===== src/rtl/sup_pkg.sv =====
package sup_pkg;

   // counter width able to hold values 0..n
   function automatic int cnt_width(input int n);
      return (n < 1) ? 1 : $clog2(n + 1);
   endfunction

   typedef enum logic {
      GATE_OPEN = 1'b0,
      GATE_SHUT = 1'b1
   } gate_e;

endpackage


===== src/rtl/sup_sync.sv =====
module sup_sync #(
   parameter int   STAGES    = 2,
   parameter logic RESET_VAL = 1'b1
) (
   input  logic clk,
   input  logic rst_n,
   input  logic d_i,
   output logic q_o
);

   logic [STAGES-1:0] chain_q;

   generate
      if (STAGES < 2) begin : g_bad_stages
         $error("sup_sync: STAGES must be at least 2");
      end
   endgenerate

   always_ff @(posedge clk) begin
      if (!rst_n) chain_q[0] <= RESET_VAL;
      else        chain_q[0] <= d_i;
   end

   genvar gi;
   generate
      for (gi = 1; gi < STAGES; gi++) begin : g_stage
         always_ff @(posedge clk) begin
            if (!rst_n) chain_q[gi] <= RESET_VAL;
            else        chain_q[gi] <= chain_q[gi-1];
         end

         // each stage carries the previous one forward by one edge
         assert_sync_shift_R2: assert property (@(posedge clk) disable iff (!rst_n)
            $past(rst_n) |-> chain_q[gi] == $past(chain_q[gi-1]));
      end
   endgenerate

   assign q_o = chain_q[STAGES-1];

endmodule


===== src/rtl/sup_hold_timer.sv =====
module sup_hold_timer #(
   parameter int TIMEOUT = 16
) (
   input  logic clk,
   input  logic rst_n,
   input  logic cause_i,
   output logic active_o
);
   import sup_pkg::*;

   localparam int            CW   = cnt_width(TIMEOUT);
   localparam logic [CW-1:0] LAST = CW'(TIMEOUT - 1);

   generate
      if (TIMEOUT < 1) begin : g_bad_timeout
         $error("sup_hold_timer: TIMEOUT must be at least 1");
      end
   endgenerate

   logic          busy_q;
   logic [CW-1:0] cnt_q;

   always_ff @(posedge clk) begin
      if (!rst_n) begin
         busy_q <= 1'b1;
         cnt_q  <= '0;
      end else if (cause_i) begin
         busy_q <= 1'b1;
         cnt_q  <= '0;
      end else if (busy_q) begin
         if (cnt_q == LAST) begin
            busy_q <= 1'b0;
            cnt_q  <= '0;
         end else begin
            cnt_q <= cnt_q + 1'b1;
         end
      end
   end

   assign active_o = !rst_n || cause_i || busy_q;

   // release only after the counter has reached its final value
   assert_release_on_last_R3: assert property (@(posedge clk) disable iff (!rst_n)
      ($past(rst_n) && !active_o && $past(active_o)) |-> ($past(cnt_q) == LAST));

   // any cause restarts the hold-off from zero
   assert_restart_on_cause_R4: assert property (@(posedge clk) disable iff (!rst_n)
      ($past(rst_n) && $past(cause_i)) |-> (busy_q && cnt_q == '0));

endmodule


===== src/rtl/sup_ce_gate.sv =====
module sup_ce_gate #(
   parameter int DELAY = 4
) (
   input  logic clk,
   input  logic rst_n,
   input  logic in_reset_i,
   input  logic ce_n_i,
   output logic ce_n_o
);
   import sup_pkg::*;

   localparam int            DW   = cnt_width(DELAY);
   localparam logic [DW-1:0] LAST = DW'(DELAY - 1);

   generate
      if (DELAY < 1) begin : g_bad_delay
         $error("sup_ce_gate: DELAY must be at least 1");
      end
   endgenerate

   gate_e         gate_q;
   logic [DW-1:0] dcnt_q;
   logic          blocked;

   always_ff @(posedge clk) begin
      if (!rst_n) begin
         gate_q <= GATE_SHUT;
         dcnt_q <= '0;
      end else if (!in_reset_i) begin
         gate_q <= GATE_OPEN;
         dcnt_q <= '0;
      end else if (gate_q == GATE_OPEN) begin
         if (dcnt_q == LAST) gate_q <= GATE_SHUT;
         else                dcnt_q <= dcnt_q + 1'b1;
      end
   end

   assign blocked = (gate_q == GATE_SHUT) && in_reset_i;
   assign ce_n_o  = blocked ? 1'b1 : ce_n_i;

   // the gate shuts only at the end of the delay, inside a reset
   assert_shut_after_delay_R6: assert property (@(posedge clk) disable iff (!rst_n)
      ($past(rst_n) && gate_q == GATE_SHUT && $past(gate_q) == GATE_OPEN)
         |-> ($past(dcnt_q) == LAST && $past(in_reset_i)));

endmodule


===== src/rtl/sup_reset_gate.sv =====
module sup_reset_gate #(
   parameter int RST_TIMEOUT_CYC  = 50_000_000,
   parameter int CE_DIS_DELAY_CYC = 7000,
   parameter int SYNC_STAGES      = 2
) (
   input  logic clk,
   input  logic rst_n,
   input  logic supply_low_i,
   input  logic mr_n_i,
   input  logic ce_n_i,
   output logic rst_n_o,
   output logic rst_o,
   output logic ce_n_o
);

   logic mr_n_s;
   logic cause;
   logic in_reset;

   sup_sync #(
      .STAGES   (SYNC_STAGES),
      .RESET_VAL(1'b1)
   ) i_mr_sync (
      .clk  (clk),
      .rst_n(rst_n),
      .d_i  (mr_n_i),
      .q_o  (mr_n_s)
   );

   assign cause = supply_low_i || !mr_n_s;

   sup_hold_timer #(
      .TIMEOUT(RST_TIMEOUT_CYC)
   ) i_hold (
      .clk     (clk),
      .rst_n   (rst_n),
      .cause_i (cause),
      .active_o(in_reset)
   );

   sup_ce_gate #(
      .DELAY(CE_DIS_DELAY_CYC)
   ) i_gate (
      .clk       (clk),
      .rst_n     (rst_n),
      .in_reset_i(in_reset),
      .ce_n_i    (ce_n_i),
      .ce_n_o    (ce_n_o)
   );

   assign rst_n_o = !in_reset;
   assign rst_o   = in_reset;

   // a supply dip shows at the reset pin without waiting for an edge
   assert_dip_resets_R1: assert property (@(posedge clk) disable iff (!rst_n)
      supply_low_i |-> !rst_n_o);

   // complementary outputs
   assert_outputs_inverse_R5: assert property (@(posedge clk) disable iff (!rst_n)
      rst_o != rst_n_o);

   // outside reset the gate passes the enable through
   assert_open_outside_reset_R8: assert property (@(posedge clk) disable iff (!rst_n)
      rst_n_o |-> (ce_n_o == ce_n_i));

endmodule


===== config.mk =====
export PLATFORM = sky130hd
export DESIGN_NAME = sup_reset_gate
export DESIGN_NICKNAME = d
export VERILOG_FILES = /design/src/rtl/sup_pkg.sv /design/src/rtl/sup_sync.sv /design/src/rtl/sup_hold_timer.sv /design/src/rtl/sup_ce_gate.sv /design/src/rtl/sup_reset_gate.sv
export SDC_FILE = /design/constraint.sdc
export NUM_CORES = 1
export LEC_CHECK = 0
export BUFFER_PORTS_ARGS = -buffer_cell sky130_fd_sc_hd__buf_2
export CORE_UTILIZATION = 25
export CTS_CLUSTER_SIZE = 25
export DETAILED_ROUTE_END_ITERATION = 16
export PLACE_DENSITY_LB_ADDON = 0.15
export SETUP_SLACK_MARGIN = 0.3
export SYNTH_ARGS = -nofsm -noshare
export SYNTH_HDL_FRONTEND = slang
export SYNTH_SLANG_ARGS = --single-unit

===== constraint.sdc =====
create_clock -name clk -period 1.8 [get_ports clk]
set_input_delay 0.27 -clock clk [delete_from_list [all_inputs] [get_ports clk]]
set_output_delay 0.27 -clock clk [all_outputs]
set_load 0.02 [all_outputs]

# Word-level counts from Yosys, hierarchy flattened

Cells that the tools add are included.

Register bits: 43
Input port bits: 5
Output and inout port bits: 3
Word-level logic and storage cells: 30

Add/subtract/negate cells: 2
Eq/ne operators: 2
Muxes and demuxes: 7
Bitwise gates (word level): 3
Reductions and logical operators: 10

Operators with widths:

| cell                    | number |
|---|---|
| $add A26 B1 Y26 const B | 1 |
| $eq A26 B26 Y1 const B  | 1 |
| $mux W26                | 1 |
| $add A13 B1 Y13 const B | 1 |
| $eq A13 B13 Y1 const B  | 1 |
| $mux W1                 | 6 |
| $reduce_and A2 Y1       | 2 |
| $logic_not A1 Y1        | 3 |
| $logic_or A1 B1 Y1      | 3 |
| $not A1 Y1              | 3 |
| $reduce_or A2 Y1        | 1 |
| $logic_and A1 B1 Y1     | 1 |

# Longest topological paths before layout

Gate-level depths: netlist of the first run.

Word-level depth: 6
Depth in mapped cells: 7
Mapped depth without buffers: 6

# Cells and area by module

A second synthesis of the first run with hierarchy kept.

Cell total of the unflattened synthesis: 260
Area, all modules: 2240.9 µm²

By module, submodules not included:

| module         | instances | cells an instance | area each (µm²) | seq. area each (µm²) |
|---|---|---|---|---|
| sup_hold_timer | 1         | 179               | 1452.6          | 540.5 |
| sup_ce_gate    | 1         | 75                | 725.7           | 280.3 |
| sup_sync       | 1         | 4                 | 52.6            | 40.0 |
| sup_reset_gate | 1         | 2                 | 10.0            | 0.0 |

# Least setup slack after synthesis of the first run

No wires, ideal clock.

Kind: register to register
Start: register i_hold.cnt_q[7]
End: register i_hold.cnt_q[3]
Setup time: 0.117 ns
Arrival: 1.875 ns
Data required time: 1.683 ns
Slack: -0.192 ns
Cell stages (with the launch flop): 6
Path buffers: 1
Clock period less this slack: 1.992 ns
Path through: dfxtp_1 -> or4_4 -> nor4_4 -> a21oi_1 -> buf_2 -> a32o_1

Cells in the longest elaborated chain, start to end: 2

Ends and longest elaborated chain:

| item                     | RTL line             | text |
|---|---|---|
| start: declaration       | sup_hold_timer.sv:21 | `logic [CW-1:0] cnt_q;` |
| start signal: assignment | sup_hold_timer.sv:35 | `cnt_q <= cnt_q + 1'b1;` |
| $eq A26 B26 Y1           | sup_hold_timer.sv:31 | `if (cnt_q == LAST) begin` |
| $mux W26                 | sup_hold_timer.sv:31 |  |

No other way between the ends.
A chain may end at the register's enable or synchronous reset.

# Worst setup path in the final report of the first run

Start: register i_hold.cnt_q[11]
End: register i_hold.cnt_q[5]

The elaborated chain is that of the path after synthesis.

==> flow_summary.ini, run 1 <==
[synth]
syn_nets = 270
synth-async-reset-ratio_pct = 0
yosysTopAreaCellShare_pct = 39.0
synthFlopType = dfxtp_1
synth_edf_count = 0
synth_area_leaders = dfxtp_1 39%, a21oi_1 5.9%, nand4b_1 4.4%
syn_inst = 262
yosysTopAreaCell = dfxtp_1
netlist_area_sq_mm = 0.00221
synth-seq-cells = 43
seq_area_frac_synth_pct = 39.0
avgSynthCellArea_sq_um = 8.43
yosysWarningCount = 0
yosys.cell_types.count = 38

[status]
violations = negative setup slack
status = finished, violations left

[final_layout]
fillCellCount = 910
final_nets = 329
area_growth_pct = 37.6
final_area_sq_mm = 0.00304
diodes = 0
final_cells = 427
final_layout_size_suffix_gt1_share_pct = 31.7

[floorplan]
start_util_pct = 26.3
core_region_area_sq_mm = 0.00838
dieArea_sq_mm = 0.00921
die_h_um = 96.0
io_pins = 8
num_rows = 33
die_width_um = 96.0

[global_route]
use_met2_pct = 23.0
grt_pass1_wl_mm = 10.2
grt_pass1_vias = 2045
use_met1_pct = 19.6
overflow = 0
grt_busiest_layer = met2
grt_max_degree = 17
antenna_found_initial = 0
grtUsageMet3_pct = 3.08
grt_usage_pct = 14.5

[clock_network]
worstSkewPairLatency_ns = 0.31
cts_sinks = 43
postCtsHoldBufs = 0
cts_buffer_depth = 2
root_buffer = clkbuf_8
cts_tree = yes
clkTransAtPathRegs_ns = 0.10
htree_levels = 2
numCtsBuffers = 5

[drt]
vias_per_cell = 5.15
route.final.wire_length_mm = 6.38
final_antenna_net_count = 0
drc = 0
first_pass_iters = 4
vias = 2199
drt_iter0_markers = 126
avgRoutedWirePerCell_um = 14.9

[placed_design]
port_buffers = 7
routabilityCongestion = 0.808
place_hpwl_mm = 4.21
place_area_sq_mm = 0.00269
place_ws_ns = -0.184
dp.cells = 402

[timing]
setup_viol = 21
setup_ws_ns = -0.0944
rsz0062_at_grt = true
tns_ns = -0.917
fmax_mhz = 528
period_needed_ns = 1.89
final-hold-violation-count = 0
finalCritPeriodShare_pct = 105
worst_slew_pin_slew_ns = 0.473
slew-limit-headroom_pct = 68.4
maxSlewViolCount = 0
finalClockSkew_ns = 0.0109

[hold_path]
min_path_type = input port to register
whs_endpoint = i_mr_sync.chain_q[0]
hold_depth = 2
min_from = mr_n_i

[critical_path]
r2r_end = i_hold.cnt_q[5]
r2r-start = i_hold.cnt_q[11]
path_cells = or4b_4 > nor4_4 > buf_4 > buf_8 > a21oi_4 > a32o_1
crit_fanout = 8
crit_type = register to register
required_ns = 2.01
cp-start-kind = register
arrival_ns = 2.11
crit_slowest_cell = or4b_4
path_buf_inv = 2
critPathTopFamily = simple AND/OR/NAND/NOR gates
r2r.worst_path.cells = 6
max_stage_delay_ns = 0.54
end_kind = register
reg2reg_slack_ns = -0.09

[pwr]
p_total_mw = 1.69
power.density_mw_per_mm2 = 556
ir_drop_v = 0.000295
p_leak_nw = 1.09

[flow_run]
drv_cap = 0
[registers in the layout (all words and copies together), names as in the netlist]
name / flops
i_mr_sync.q_o: 1
i_mr_sync.chain_q: 1
i_hold.cnt_q: 26
i_gate.gate_q: 1
i_hold.busy_q: 1
i_gate.dcnt_q: 13
[cell usage after synthesis (3+ instances only)]
library cell	count
a21oi_1	26
a22oi_1	12
a32o_1	4
and2_1	3
and3_1	11
and4_1	3
clkbuf_1	10
dfxtp_1	43
ha_1	3
inv_1	4
nand2_1	19
nand3_1	14
nand3b_1	4
nand4_1	7
nand4b_1	11
nor2_1	20
nor3_1	3
nor4_1	7
o21ai_0	13
o21ai_1	9
xnor2_1	5
xor2_1	8
[cells in the final DEF (no fill, tap or decap), types with 3 or more instances in the layout]
cell / instances
inv_1: 3
nor2_1: 20
nand3_1: 12
and3_1: 10
nor4_1: 7
buf_2: 6
dfxtp_2: 6
buf_4: 50
nand4b_1: 11
nand3b_1: 4
a21oi_1: 24
clkbuf_8: 5
a32o_1: 4
nand4_1: 7
nand2_1: 17
nor4_4: 3
a22oi_1: 11
and2_1: 3
buf_6: 5
dfxtp_1: 37
xor2_1: 8
xnor2_1: 5
o21ai_1: 18
[worst reg2reg max path, stage by stage (launching register included)]
cell and delay, ns:
dfxtp_2 0.33, or4b_4 0.54, nor4_4 0.25, buf_4 0.19, buf_8 0.14, a21oi_4 0.12, a32o_1 0.25
[metal layers]
metal  up-vias  share of wire (%)  wire (um)
met5         -                  0          0
met4         0                1.5         93
met3         8                3.6        229
met2        41                 47       2970
met1      1045                 48       3080
li1       1105                  -          -
[through the flow]
step	utilization, %	hold slack, ns
after floorplan	-	0.343
after global placement	32.1	0.389
after detailed placement	32.1	0.402
after CTS	34.4	0.124
after global routing	36.3	0.116
final	36.3	0.135
[final cells by class]
class | instances | area, sq um | share of cell area, %
Timing Repair Buffer | 63 | 497 | 16.3
Sequential cell | 43 | 868 | 28.6
Tap cell | 105 | 131 | 4.32
Clock inverter | 3 | 26.3 | 0.865
Inverter | 4 | 17.5 | 0.576
Clock buffer | 5 | 68.8 | 2.26
Multi-Input combinational cell | 204 | 1430 | 47.1
[how the worst max path moves through the flow]
stage / start / to / slack, ns / depth (start not counted)
after detailed placement: i_hold.cnt_q[11] / i_hold.cnt_q[5] / -0.18 / 5
after CTS: i_hold.cnt_q[11] / i_hold.cnt_q[5] / -0.08 / 6
after global routing: i_hold.cnt_q[11] / i_hold.cnt_q[22] / -0.16 / 8
after global placement: i_hold.cnt_q[11] / i_hold.cnt_q[5] / -0.17 / 5
after floorplan: i_hold.cnt_q[11] / i_hold.cnt_q[5] / -0.11 / 5
final: i_hold.cnt_q[11] / i_hold.cnt_q[5] / -0.09 / 6
[cell families after synthesis]
kind of cell               after synthesis  share of synthesized area, %
AOI/OAI and AO/OA                       68                          18.0
xor gates and xnor gates                13                          5.16
adders and majority gates                3                          1.70
buffers and inverters                   16                          2.83
DFF                                     43                          39.0
muxes                                    1                         0.453
and+or+nand+nor                        118                          32.9
[where the power goes]
part / switching (mW) / internal [mW] / total (mW)
registers: 0.00170 / 0.955 / 0.956
clock network: 0.401 / 0.286 / 0.687
logic: 0.0285 / 0.0165 / 0.0450
[timing repair]
action                     4_1_cts  5_1_grt
gates resized for setup         15       25
buffers inserted                 7        7
pin swaps                        8        8
setup endpoints to repair       35       34
gates cloned                     0        3
(Power assumes the default switching activity.)
==> inputs of run 2 (changes only) <==
Settings changed: CORE_ASPECT_RATIO from default to 2, SYNTH_HIERARCHICAL from default to 1.
==> run 2 against run 1 <==
  * Highest routed layer unchanged
  * Core utilization is 0.22 points lower
  * The run now ends clean
  * Critical endpoint is now i_hold/cnt_q[13]
  * Synthesized cell count is 0.76% lower
  * Combinational power is 22% higher
  * Largest power group unchanged
  * First-iteration DRC count is 40% lower
==> flow_summary.ini, run 2 <==
[global_route]
antenna_found_initial = 0
overflow = 0
grt_pass1_wl_mm = 10.4
grt_max_degree = 16
grt_pass1_vias = 2100
grt_usage_pct = 15.5

[synth]
avgSynthCellArea_sq_um = 8.62
synthFlopType = dfxtp_1
syn_nets = 268
yosysTopAreaCell = dfxtp_1
synth.most_common_cell = dfxtp_1
yosys-top-cells-count = 43 x dfxtp_1, 21 x nor2_1, 19 x nand2_1, 17 x a21oi_1, 14 x nand3_1
synth_area_leaders = dfxtp_1 38%, xnor2_1 4.3%, a21oi_1 3.8%
netlist_area_sq_mm = 0.00224
yosysWarningCount = 6
yosysTopAreaCellShare_pct = 38.4
synth-seq-cells = 43
syn_inst = 260
synth_edf_count = 0
seq_area_frac_synth_pct = 38.4
yosys.cell_types.count = 44
synth-async-reset-ratio_pct = 0

[status]
status = complete, no violations

[timing]
slew-limit-headroom_pct = 79.0
final-hold-violation-count = 0
finalClockSkew_ns = 0.00610
fmax_mhz = 581
maxSlewViolCount = 0
worst_slew_pin_slew_ns = 0.312
holdWs_ns = 0.163
finalCritPeriodShare_pct = 95.6
period_needed_ns = 1.72
rsz0062_at_grt = true
setup_ws_ns = 0.0794
setup_viol = 0

[final_layout]
area_growth_pct = 39.1
final_area_sq_mm = 0.00312
largestRegisters = i_hold/cnt_q: 26 flops, i_gate/dcnt_q: 13 flops
largest_reg_flops = 26
final_core_util_pct = 36.0
final_cell_mix = 38 x buf_4, 21 x nor2_1, 17 x nand2_1, 17 x dfxtp_2, 16 x dfxtp_1
final_nets = 317
final_common_cell = buf_4
top_register = i_hold/cnt_q
final_layout_size_suffix_gt1_share_pct = 40.6
diodes = 0

[drt]
avgRoutedWirePerCell_um = 16.6
met2_length_mm = 4.10
final_antenna_net_count = 0
drc = 0
drt_iter0_markers = 75
first_pass_iters = 4
vias_per_cell = 5.21
route.final.wire_length_mm = 6.80
highest_layer = met4
met3_length_um = 102
vias = 2136
drt-met1-wl_mm = 2.41

[critical_path]
crit_fanout = 5
crit_type = register to register
required_ns = 2.02
arrival_ns = 1.94
cp-start-kind = register
r2r-start = i_hold/cnt_q[7]
crit_start = i_hold/cnt_q[7]
end_kind = register

[clock_network]
root_buffer = clkbuf_16
htree_levels = 2
cts_buffer_depth = 2
numCtsBuffers = 5
clkTransAtPathRegs_ns = 0.06
postCtsHoldBufs = 0
cts_sinks = 43
worstSkewPairLatency_ns = 0.29
cts_tree = yes

[placed_design]
place_area_sq_mm = 0.00267
place_ws_ns = -0.0730
routabilityCongestion = 0.773
port_buffers = 7
place_hpwl_mm = 5.05

[floorplan]
core_region_area_sq_mm = 0.00865
die_h_um = 136
dieArea_sq_mm = 0.00937
io_pins = 8
num_rows = 48
die_width_um = 68.9
start_util_pct = 25.9

[pwr]
p_leak_nw = 1.07
ir_drop_v = 0.000359
power.density_mw_per_mm2 = 607
p_total_mw = 1.89

[hold_path]
min_from = mr_n_i
min_path_type = input port to register

[flow_run]
drv_cap = 0
[run 2: what timing repair did]
item / CTS / global route
cloned: 0 / 0
setup endpoints to repair: 29 / 29
setup buffers: 9 / 5
resized for setup: 33 / 27
pin swaps: 17 / 8
[run 2: critical path: stages, from the launching register on]
cell and delay (ns):
dfxtp_4 0.38, nand3_4 0.07, buf_6 0.12, or4_4 0.56
or3_4 0.34, a31oi_2 0.17
[run 2: metal layers]
| metal | GRT usage, % | up-vias |
|---|---|---|
| li1 | - | 1071 |
| met1 | 13.6 | 1029 |
| met2 | 31.5 | 24 |
| met3 | 2.52 | 12 |
| met4 | 6.12 | 0 |
| met5 | 0 | - |
[run 2: final timing paths]
kind / end / slack, ns / cells after the start
worst max-delay path: i_hold/cnt_q[13] / 0.08 / 5
worst min-delay path: i_mr_sync/chain_q[0] / 0.16 / 2
worst max register to register: i_hold/cnt_q[13] / 0.08 / 5
worst min register to register: i_mr_sync/q_o / 0.41 / 1
[run 2: logic make-up (layout without fill, tap and decap cells)]
group	count (synthesis)	in the layout	share of synthesized area, %
xor gates and xnor gates	16	16	6.25
and+or+nand+nor	126	126	33.2
buffers and inverters	19	69	3.52
DFF	43	43	38.4
adders and majority gates	3	3	1.68
muxes	2	2	0.893
AOI/OAI and AO/OA	51	51	16.0
[run 2: cell type report]
cell class,count,area [sq um]
inverter,9,38.8
tap,100,125
clock buffer,7,133
fill,934,5530
multi-input combinational,198,1480
clock inverter,1,5.00
timing repair buffer,52,414
sequential,43,920
[run 2: through the flow]
stage,setup TNS [ns],cells
after floorplan,0,260
after global placement,-0.0534,388
after detailed placement,-0.0773,388
after CTS,0,405
after global routing,0,410
final,0,410
[run 2: report_power, final]
part	switching, mW	internal [mW]
Combinational	0.0302	0.0249
Sequential	0.00471	0.942
Clock	0.376	0.514
Total	0.411	1.48
==> inputs of run 3 (changes only) <==
Settings changed: REMOVE_ABC_BUFFERS from default to 1.
==> run 3 against run 2 <==
  * Clock power increased by 21%
  * Global-route usage up 1.9 points
  * Largest cell class unchanged
  * Register-to-register slack gained 0.06 ns
==> flow_summary.ini, run 3 (synthesis gave the netlist of run 2 again) <==
[global_route]
grt_usage_pct = 17.4
overflow = 0
grt_max_degree = 14
grt_pass1_wl_mm = 11.4
antenna_found_initial = 0
grt_pass1_vias = 2279

[timing]
final-hold-violation-count = 0
maxSlewViolCount = 0
setup_viol = 0
holdWs_ns = 0.162
finalClockSkew_ns = 0.00430
slew-limit-headroom_pct = 79.1
rsz0062_at_grt = true
period_needed_ns = 1.66
fmax_mhz = 602
finalCritPeriodShare_pct = 92.3
tns_ns = 0
worst_slew_pin_slew_ns = 0.311

[critical_path]
required_ns = 2.02
crit_type = register to register
end_kind = register
arrival_ns = 1.88
reg2reg_slack_ns = 0.14
r2r_end = i_hold/cnt_q[21]
r2r-start = i_hold/cnt_q[4]
cp-start-kind = register
crit_fanout = 8
r2r.worst_path.cells = 4

[placed_design]
routabilityCongestion = 0.752
place_hpwl_mm = 5.49
port_buffers = 7

[pwr]
ir_drop_v = 0.000427
p_leak_nw = 1.13
power.density_mw_per_mm2 = 652

[floorplan]
die_width_um = 68.9
core_region_area_sq_mm = 0.00865
num_rows = 48
start_util_pct = 25.9
die_h_um = 136
dieArea_sq_mm = 0.00937
io_pins = 8

[hold_path]
min_path_type = input port to register
hold_depth = 2
min_from = mr_n_i
whs_endpoint = i_mr_sync/chain_q[0]

[final_layout]
final_layout_size_suffix_gt1_share_pct = 43.6
top_register = i_hold/cnt_q
area_growth_pct = 44.6
final_common_cell = buf_4
final_cell_mix = 48 x buf_4, 25 x dfxtp_2, 21 x nor2_1
largestRegisters = i_hold/cnt_q: 26 flops, i_gate/dcnt_q: 13 flops
largest_reg_flops = 26
final_nets = 328
diodes = 0

[clock_network]
cts_buffer_depth = 2
cts_sinks = 43
htree_levels = 2
numCtsBuffers = 5
root_buffer = clkbuf_16
clkTransAtPathRegs_ns = 0.06
worstSkewPairLatency_ns = 0.29
cts_tree = yes

[drt]
final_antenna_net_count = 0
route.final.wire_length_mm = 7.08
vias = 2197
first_pass_iters = 4
drt_iter0_markers = 79
vias_per_cell = 5.22
drc = 0
avgRoutedWirePerCell_um = 16.8

[status]
status = complete, no violations

[flow_run]
drv_cap = 0
==> run 3: changes by cell type in the layout (fill, tap and decap cells not counted), sizes merged <==
cell and delta:
buf +11, bufinv +1, clkbuf -1
==> run 3: worst max path at each step <==
stage	slack, ns	end	from	cells after the start
floorplan	-0.02	i_hold/cnt_q[11]	i_hold/cnt_q[19]	4
global placement	0.03	i_hold/cnt_q[21]	i_hold/cnt_q[8]	4
detailed placement	-0.007	i_hold/cnt_q[25]	i_hold/cnt_q[9]	4
CTS	0.13	i_hold/cnt_q[18]	i_hold/cnt_q[22]	6
global route	0.07	i_hold/cnt_q[15]	i_hold/cnt_q[23]	6
finish	0.14	i_hold/cnt_q[21]	i_hold/cnt_q[4]	4
==> run 3: power by group <==
group | internal [mW] | switching, mW
Sequential | 0.949 | 0.00345
Combinational | 0.0394 | 0.0348
Clock | 0.691 | 0.394
Total | 1.68 | 0.432
==> run 3: area by class of cell <==
| class | instances | area [sq um] |
|---|---|---|
| Clock buffer | 6 | 139 |
| Clock inverter | 2 | 35.0 |
| Fill cell | 946 | 5410 |
| Inverter | 9 | 38.8 |
| Multi-Input combinational cell | 198 | 1450 |
| Sequential cell | 43 | 911 |
| Tap cell | 100 | 125 |
| Timing Repair Buffer | 63 | 539 |
==> run 3: layer usage <==
metal	up-vias	GRT usage [%]	routed length, um	part of all wire [%]
li1	1096	-	-	-
met4	0	11.8	430	6.1
met1	1041	13.7	2100	30
met5	-	0	0	0
met2	36	34.7	4410	62
met3	24	2.77	144	2.0
==> run 3: per-stage QoR <==
| stage | area [sq um] | worst slack (ns) | utilization [%] | cells | total power, mW |
|---|---|---|---|---|---|
| 6_report | 3240 | 0.139 | 37.5 | 421 | 2.11 |
| 2_1_floorplan | 2200 | -0.0171 | - | 250 | 1.00 |
| 5_1_grt | 3240 | 0.0668 | 37.5 | 421 | 2.19 |
| 3_5_place_dp | 2690 | -0.00732 | 31.1 | 400 | 1.03 |
| 4_1_cts | 3100 | 0.133 | 35.8 | 417 | 2.15 |
| 3_3_place_gp | 2690 | 0.0321 | 31.1 | 400 | 1.03 |
==> run 3: timing repair <==
item | in CTS | in global routing
buffers inserted | 8 | 4
setup endpoints to repair | 32 | 30
hold buffers | 0 | 0
pin swaps | 11 | 6
gates resized for setup | 54 | 30
cloned | 1 | 0
==> run 3: critical path: stages, from the launching register on <==
cell and delay (ns):
dfxtp_2 0.36, nand3_2 0.12, or3_4 0.45, or4b_1 0.53, a21oi_2 0.14
